[src/rtl/inj_pkg.sv]
package inj_pkg;
  typedef enum logic [2:0] {
    TXN_IDLE   = 3'd0,
    TXN_READ   = 3'd1,
    TXN_WRBACK = 3'd2,
    TXN_INVAL  = 3'd3,
    TXN_EVICT  = 3'd4
  } txn_e;

  function automatic logic txn_qualifies(input logic [2:0] t);
    return (t == TXN_READ) || (t == TXN_WRBACK);
  endfunction
endpackage

[src/rtl/inj_window_table.sv]
module inj_window_table #(
  parameter int AW      = 32,
  parameter int ENTRIES = 4
) (
  input  logic                  clk,
  input  logic                  rst_n,
  input  logic                  cmd_valid,
  input  logic                  cmd_close,
  input  logic [AW-1:0]         cmd_first,
  input  logic [AW-1:0]         cmd_last,
  output logic                  cmd_err,
  output logic [ENTRIES-1:0]    win_valid,
  output logic [ENTRIES*AW-1:0] win_first,
  output logic [ENTRIES*AW-1:0] win_last
);
  localparam int IDX_W = (ENTRIES > 1) ? $clog2(ENTRIES) : 1;

  logic [ENTRIES-1:0] valid_q;
  logic [AW-1:0]      first_q [ENTRIES];
  logic [AW-1:0]      last_q  [ENTRIES];
  logic               err_q;
  logic               free_found;
  logic [IDX_W-1:0]   free_idx;

  // lowest-indexed free slot
  always_comb begin
    free_found = 1'b0;
    free_idx   = '0;
    for (int i = 0; i < ENTRIES; i++) begin
      if (!valid_q[i] && !free_found) begin
        free_found = 1'b1;
        free_idx   = IDX_W'(i);
      end
    end
  end

  always_ff @(posedge clk) begin
    if (!rst_n) begin
      valid_q <= '0;
      err_q   <= 1'b0;
    end else begin
      err_q <= 1'b0;
      if (cmd_valid) begin
        if (cmd_close) begin
          for (int i = 0; i < ENTRIES; i++)
            if (valid_q[i] && first_q[i] == cmd_first) valid_q[i] <= 1'b0;
        end else if (free_found) begin
          valid_q[free_idx] <= 1'b1;
          first_q[free_idx] <= cmd_first;
          last_q[free_idx]  <= cmd_last;
        end else begin
          err_q <= 1'b1;
        end
      end
    end
  end

  for (genvar g = 0; g < ENTRIES; g++) begin : g_pack
    assign win_first[g*AW +: AW] = first_q[g];
    assign win_last[g*AW +: AW]  = last_q[g];
  end
  assign win_valid = valid_q;
  assign cmd_err   = err_q;

  AST_ONE_ALLOC_PER_CYCLE: assert property (@(posedge clk) disable iff (!rst_n)
    $countones(valid_q) <= $countones($past(valid_q)) + 1);
  AST_REJECT_ONLY_WHEN_FULL: assert property (@(posedge clk) disable iff (!rst_n)
    err_q |-> $past(cmd_valid && !cmd_close && (&valid_q)));
  AST_REJECT_KEEPS_TABLE: assert property (@(posedge clk) disable iff (!rst_n)
    err_q |-> $stable(valid_q));
endmodule

[src/rtl/inj_range_match.sv]
module inj_range_match #(
  parameter int AW      = 32,
  parameter int ENTRIES = 4
) (
  input  logic [AW-1:0]         addr,
  input  logic [ENTRIES-1:0]    win_valid,
  input  logic [ENTRIES*AW-1:0] win_first,
  input  logic [ENTRIES*AW-1:0] win_last,
  output logic                  match_any
);
  logic [ENTRIES-1:0] match_vec;

  for (genvar g = 0; g < ENTRIES; g++) begin : g_cmp
    assign match_vec[g] = win_valid[g]
                        && (addr >= win_first[g*AW +: AW])
                        && (addr <= win_last[g*AW +: AW]);
  end

  assign match_any = |match_vec;
endmodule

[src/rtl/inj_fill_ctrl.sv]
module inj_fill_ctrl
  import inj_pkg::*;
#(
  parameter int AW    = 32,
  parameter int DW    = 64,
  parameter int CNT_W = 8
) (
  input  logic             clk,
  input  logic             rst_n,
  input  logic             addr_valid,
  input  logic [2:0]       txn_type,
  input  logic             own,
  input  logic [AW-1:0]    addr,
  input  logic             match_any,
  input  logic             data_valid,
  input  logic [DW-1:0]    data,
  input  logic             cache_present,
  output logic             hit,
  output logic             fill_valid,
  input  logic             fill_ready,
  output logic [AW-1:0]    fill_addr,
  output logic [DW-1:0]    fill_data,
  output logic [CNT_W-1:0] drop_count
);
  logic             hit_q;
  logic [AW-1:0]    addr_q;
  logic [CNT_W-1:0] drop_q;
  logic             hit_d;
  logic             dropped;

  assign hit_d = addr_valid && !own && txn_qualifies(txn_type) && match_any;

  always_ff @(posedge clk) begin
    if (!rst_n) begin
      hit_q  <= 1'b0;
      addr_q <= '0;
    end else begin
      hit_q <= hit_d;
      if (addr_valid) addr_q <= addr;
    end
  end

  // fill is offered only during the data beat; the bus never waits
  assign fill_valid = hit_q && data_valid && !cache_present;
  assign fill_addr  = addr_q;
  assign fill_data  = data;
  assign dropped    = fill_valid && !fill_ready;

  always_ff @(posedge clk) begin
    if (!rst_n)                      drop_q <= '0;
    else if (dropped && drop_q != '1) drop_q <= drop_q + CNT_W'(1);
  end

  assign hit        = hit_q;
  assign drop_count = drop_q;

  AST_FILL_NEEDS_QUAL_PHASE: assert property (@(posedge clk) disable iff (!rst_n)
    fill_valid |-> $past(addr_valid && txn_qualifies(txn_type)));
  AST_DROP_STEP_ONE: assert property (@(posedge clk) disable iff (!rst_n)
    (drop_q != $past(drop_q)) |-> (drop_q == $past(drop_q) + CNT_W'(1)));
  AST_DROP_SATURATES: assert property (@(posedge clk) disable iff (!rst_n)
    ($past(drop_q) == '1) |-> (drop_q == '1));
endmodule

[src/rtl/inj_snoop_table.sv]
module inj_snoop_table #(
  parameter int AW      = 32,
  parameter int DW      = 64,
  parameter int ENTRIES = 4,
  parameter int CNT_W   = 8
) (
  input  logic             clk,
  input  logic             rst_n,
  input  logic             win_cmd_valid,
  input  logic             win_cmd_close,
  input  logic [AW-1:0]    win_cmd_first,
  input  logic [AW-1:0]    win_cmd_last,
  output logic             win_cmd_err,
  input  logic             snp_addr_valid,
  input  logic [2:0]       snp_type,
  input  logic             snp_own,
  input  logic [AW-1:0]    snp_addr,
  input  logic             snp_data_valid,
  input  logic [DW-1:0]    snp_data,
  input  logic             cache_present,
  output logic             inj_hit,
  output logic             fill_valid,
  input  logic             fill_ready,
  output logic [AW-1:0]    fill_addr,
  output logic [DW-1:0]    fill_data,
  output logic [CNT_W-1:0] drop_count
);
  logic [ENTRIES-1:0]    win_valid;
  logic [ENTRIES*AW-1:0] win_first;
  logic [ENTRIES*AW-1:0] win_last;
  logic                  match_any;

  inj_window_table #(.AW(AW), .ENTRIES(ENTRIES)) u_table (
    .clk(clk), .rst_n(rst_n),
    .cmd_valid(win_cmd_valid), .cmd_close(win_cmd_close),
    .cmd_first(win_cmd_first), .cmd_last(win_cmd_last),
    .cmd_err(win_cmd_err),
    .win_valid(win_valid), .win_first(win_first), .win_last(win_last)
  );

  inj_range_match #(.AW(AW), .ENTRIES(ENTRIES)) u_match (
    .addr(snp_addr), .win_valid(win_valid),
    .win_first(win_first), .win_last(win_last),
    .match_any(match_any)
  );

  inj_fill_ctrl #(.AW(AW), .DW(DW), .CNT_W(CNT_W)) u_fill (
    .clk(clk), .rst_n(rst_n),
    .addr_valid(snp_addr_valid), .txn_type(snp_type), .own(snp_own),
    .addr(snp_addr), .match_any(match_any),
    .data_valid(snp_data_valid), .data(snp_data),
    .cache_present(cache_present),
    .hit(inj_hit), .fill_valid(fill_valid), .fill_ready(fill_ready),
    .fill_addr(fill_addr), .fill_data(fill_data), .drop_count(drop_count)
  );

  AST_OWN_NEVER_HITS: assert property (@(posedge clk) disable iff (!rst_n)
    (snp_addr_valid && snp_own) |=> !inj_hit);
  AST_HIT_NEEDS_ADDR_PHASE: assert property (@(posedge clk) disable iff (!rst_n)
    inj_hit |-> $past(snp_addr_valid));
  AST_FILL_ADDR_FROM_PHASE: assert property (@(posedge clk) disable iff (!rst_n)
    fill_valid |-> (fill_addr == $past(snp_addr)));
endmodule

[config.mk]
export PLATFORM = sky130hd
export DESIGN_NAME = inj_snoop_table
export DESIGN_NICKNAME = d
export VERILOG_FILES = /design/src/rtl/inj_pkg.sv /design/src/rtl/inj_window_table.sv /design/src/rtl/inj_range_match.sv /design/src/rtl/inj_fill_ctrl.sv /design/src/rtl/inj_snoop_table.sv
export SDC_FILE = /design/constraint.sdc
export NUM_CORES = 1
export LEC_CHECK = 0
export ABC_CLOCK_PERIOD_IN_PS = 6150
export BUFFER_PORTS_ARGS = -buffer_cell sky130_fd_sc_hd__clkbuf_2
export CAP_MARGIN = 10
export CELL_PAD_IN_SITES_DETAIL_PLACEMENT = 2
export CELL_PAD_IN_SITES_GLOBAL_PLACEMENT = 2
export CORE_UTILIZATION = 38
export DETAILED_ROUTE_END_ITERATION = 10
export GPL_ROUTABILITY_DRIVEN = 0
export GPL_TIMING_DRIVEN = 0
export PLACE_DENSITY = 0.82
export SLEW_MARGIN = 40
export SYNTH_ARGS = -nofsm -noshare
export SYNTH_HDL_FRONTEND = slang
export SYNTH_SLANG_ARGS = --single-unit
export TNS_END_PERCENT = 30
[constraint.sdc]
create_clock -name clk -period 6.15 [get_ports clk]
set_clock_uncertainty 0.1 [all_clocks]
set_input_delay 1.23 -clock clk [delete_from_list [all_inputs] [get_ports clk]]
set_output_delay 1.23 -clock clk [all_outputs]
set_load 0.02 [all_outputs]
==> impl_metrics.py <==
metrics = {
    "run_status": {
        "status": "finished, final reports clean",
    },
    "power_and_ir_drop": {
        "p_leak_uw": 0.00944,
        "power_per_cell_area_nw_per_um2": 242,
        "max-vdd-ir-drop_uv": 187,
    },
    "floorplan": {
        "placement_rows": 78,
        "die_area_um2": 47400,
        "core_area_um2": 45700,
        "top_level_ports": 279,
        "initial_utilization_pct": 38.8,
        "die_width_um": 218,
        "die_outline_height_um": 218,
    },
    "cts": {
        "cts_resized": 0,
        "h-tree-depth": 2,
        "cts_tree": "yes",
        "cts_root_buffer": "sky130_fd_sc_hd__clkbuf_16",
        "ctsHoldBuffers": 0,
        "clk_latency_ns": 0.56,
        "cts_buffers": 37,
        "cts_sinks": 302,
        "worst_setup_hold_path_clk_slew_ns": 0.06,
        "cts_buffer_depth": 3,
        "post-cts-setup-buffers": 0,
    },
    "final_layout": {
        "layout.filler_cells": 4666,
        "area_delta_synth_final_pct": 18.8,
        "nNetsFinal": 2254,
        "drive_above_1_share_pct": 18.9,
        "finish.utilization_pct": 46.0,
        "layout.cells.non_filler": 2456,
    },
    "global_route": {
        "grtUsageTotal_pct": 26.8,
        "number_of_antenna_violations_at_the_first_check_in_global_routing": 2,
        "global_route.overflow_total": 0,
        "grt_first_pass_wirelength_um": 93000,
        "grt_max_degree": 27,
        "via_count_of_the_first_global_routing_pass": 14992,
    },
    "worst_setup_path": {
        "rr_worst_depth": 9,
        "required_ns": 6.47,
        "endpoint_kind": "flip-flop",
        "worstSetupStartpointType": "input pin",
        "critical_path.reg2reg.startpoint": "u_table.first_q[2][19]",
        "crit_fanout": 8,
        "timing.setup.critical_path_class": "input pin to flip-flop",
        "ff2ff_setup_slack_ns": 3.02,
        "timing.rr.end": "u_fill.hit",
        "critPathArrivalTime_ns": 4.12,
    },
    "synth": {
        "synth_mux_area_share_pct": 1.87,
        "synth_ff_type": "sky130_fd_sc_hd__edfxtp_1",
        "number_of_synthesized_flops_with_an_enable_pin": 256,
        "postSynth.asyncResetShare_pct": 0,
        "syn_inst": 1562,
        "mappedNetlistArea_um2": 17700,
        "synth.yosys.seq_area_share_pct": 48.6,
        "postSynthRegisterBits": 302,
        "synth_top_family_by_area": "adder cells",
        "synth_simple_gate_area_share_pct": 9.25,
        "post_synth_cell_types": 50,
        "post_synth_fa_ha_maj_area_fraction_pct": 18.2,
        "synth_compound_area_share_pct": 7.08,
        "xor_and_xnor_fraction_of_the_mapped_netlist_area_pct": 6.68,
        "synth-warning-count": 0,
        "synth_fp_nets": 1991,
        "avg_cell_area_syn_um2": 11.3,
    },
    "drt": {
        "via_per_inst": 5.48,
        "wirelength_um": 63200,
        "top_layer_used": "met4",
        "wire_per_inst_um": 25.7,
        "drt_first_iter_violations": 647,
        "post-route-drc-count": 0,
        "m1WireLength_um": 25300,
        "met3_routed_wirelength_um": 2890,
        "met2_wl_post_dr_um": 31700,
        "drtPass1Iterations": 5,
        "route.antenna.remaining_nets": 0,
        "via_count": 13458,
    },
    "run": {
        "max_capacitance_violation_total": 0,
    },
    "sta": {
        "setup_violations": 0,
        "timing_worst_slew_pin_value_ns": 0.859,
        "rsz0062_at_grt": "false",
        "relSlewSlack_pct": 42.2,
        "maxSlewViolCount": 0,
        "post-route-min-period_ns": 3.80,
        "setup_ws_ns": 2.35,
        "max_freq_mhz": 263,
        "final_hold_viol_count": 0,
        "final_min_period_over_clock_period_pct": 61.8,
    },
    "placed_design": {
        "port_buffers": 212,
        "hpwlAfterDp_um": 48500,
        "pre_cts_ws_ns": 1.57,
        "place_inst": 2386,
    },
    "worst_hold_path": {
        "timing.hold.worst_path_depth": 2,
        "hold_start": "u_fill.fill_addr[1]",
        "worstHoldPathType": "flip-flop to flip-flop",
        "hold_end": "u_fill.fill_addr[1]",
    },
}
cell usage after synthesis, drive strengths merged, types with 4 or more instances:
master,instances,area [um^2]
clkbuf,8,30.0
mux2i,33,330
nand2b,8,50.1
a211oi,10,75.1
edfxtp,256,7690
and4,9,78.8
inv,256,961
dfxtp,46,921
a221o,4,40.0
o21a,4,30.0
nand4,53,332
a2111oi,9,78.8
buf,65,484
o21ai,33,165
a221oi,6,52.6
nand3,36,180
nor3,12,60.1
nor2b,41,257
a21oi,98,490
nor4,27,169
ha,257,3220
nor2,23,86.3
nand2,71,267
or4,5,37.5
xor2,71,622
xnor2,64,561
o211ai,5,37.5
and2,6,37.5
a21o,16,120
through the flow:
| step | area, um^2 | setup TNS [ns] | hold slack, ns | power (uW) |
|---|---|---|---|---|
| finish | 21000 | 0 | 0.426 | 5080 |
| global route | 21000 | 0 | 0.442 | 5230 |
| CTS | 21000 | 0 | 0.426 | 5120 |
| detailed placement | 19800 | 0 | 0.414 | 2910 |
| global placement | 19500 | -155.10 | 0.381 | 2860 |
| floorplan | 17700 | 0 | 0.344 | 2610 |
worst max-delay path, cell delays in order:
cell and delay (ns):
sky130_fd_sc_hd__clkbuf_2 0.09, sky130_fd_sc_hd__inv_1 0.32, sky130_fd_sc_hd__ha_1 0.31, sky130_fd_sc_hd__nand2b_1 0.15
sky130_fd_sc_hd__a2111oi_0 0.42, sky130_fd_sc_hd__a2111oi_0 0.16, sky130_fd_sc_hd__o21ai_0 0.37, sky130_fd_sc_hd__a211oi_1 0.18
sky130_fd_sc_hd__nor4_2 0.58, sky130_fd_sc_hd__a211o_1 0.19, sky130_fd_sc_hd__a21oi_1 0.11
sequential cells by signal, summed over array words and instances, names as in the netlist:
register           flops
u_table.win_valid      4
u_table.cmd_err        1
u_table.last_q       128
u_fill.fill_addr      32
u_fill.drop_count      8
u_fill.hit             1
u_table.first_q      128
final cells by class:
type | count | area [um^2] | share of cell area (%)
Inverter | 256 | 961 | 4.57
Antenna cell | 2 | 5.00 | 0.0238
Tap cell | 600 | 751 | 3.57
Clock inverter | 5 | 31.3 | 0.149
Buffer | 73 | 515 | 2.45
Timing Repair Buffer | 224 | 1330 | 6.31
Multi-Input combinational cell | 931 | 7660 | 36.4
Sequential cell | 302 | 8610 | 40.9
Clock buffer | 63 | 1170 | 5.55
per-layer routing:
layer | track usage (%) | vias up
li1 | - | 6036
met1 | 30.9 | 6841
met2 | 47.7 | 442
met3 | 3.56 | 139
met4 | 14.8 | 0
met5 | 0 | -
layout by cell type (no fill, tap or decap), types with 7 or more instances in the layout:
cell type,count
sky130_fd_sc_hd__nand4_1,53
sky130_fd_sc_hd__xor2_1,71
sky130_fd_sc_hd__nand2b_1,8
sky130_fd_sc_hd__ha_1,257
sky130_fd_sc_hd__nor2_1,21
sky130_fd_sc_hd__nor2b_1,41
sky130_fd_sc_hd__xnor2_1,64
sky130_fd_sc_hd__and4_1,9
sky130_fd_sc_hd__a21oi_1,98
sky130_fd_sc_hd__a21o_1,16
sky130_fd_sc_hd__clkbuf_1,22
sky130_fd_sc_hd__a2111oi_0,7
sky130_fd_sc_hd__o21ai_0,33
sky130_fd_sc_hd__nand3_1,36
sky130_fd_sc_hd__nor4_1,24
sky130_fd_sc_hd__nand2_1,71
sky130_fd_sc_hd__mux2i_1,33
sky130_fd_sc_hd__buf_4,64
sky130_fd_sc_hd__nor3_1,12
sky130_fd_sc_hd__clkbuf_8,8
sky130_fd_sc_hd__clkbuf_16,40
sky130_fd_sc_hd__edfxtp_1,256
sky130_fd_sc_hd__a211oi_1,10
sky130_fd_sc_hd__inv_1,256
sky130_fd_sc_hd__clkbuf_2,213
sky130_fd_sc_hd__dfxtp_1,46
worst max-delay path by stage:
| stage | start | end | slack (ns) | cells past startpoint |
|---|---|---|---|---|
| 6_report | snp_addr[0] | u_fill.hit | 2.35 | 11 |
| 2_1_floorplan | win_cmd_valid | u_table.first_q[3][0] | 1.12 | 4 |
| 5_1_grt | snp_addr[0] | u_fill.hit | 2.22 | 11 |
| 4_1_cts | snp_addr[0] | u_fill.hit | 2.10 | 11 |
| 3_5_place_dp | snp_addr[0] | u_fill.hit | 1.57 | 11 |
| 3_3_place_gp | win_cmd_valid | u_table.first_q[3][21] | -1.28 | 5 |
logic make-up after synthesis:
family	after synthesis
buffers and inverters	329
AND/OR/NAND/NOR	302
flip-flops	302
adder cells (fa/ha/maj)	257
AO/OA/AOI/OAI	204
XOR/XNOR	135
multiplexers	33
power by group:
group          total (uW)  switching [uW]  internal [uW]
logic                 601             387            215
registers            2270            18.6           2250
clock network        2210             920           1290
Note: power is estimated with default switching activity, not from simulation.
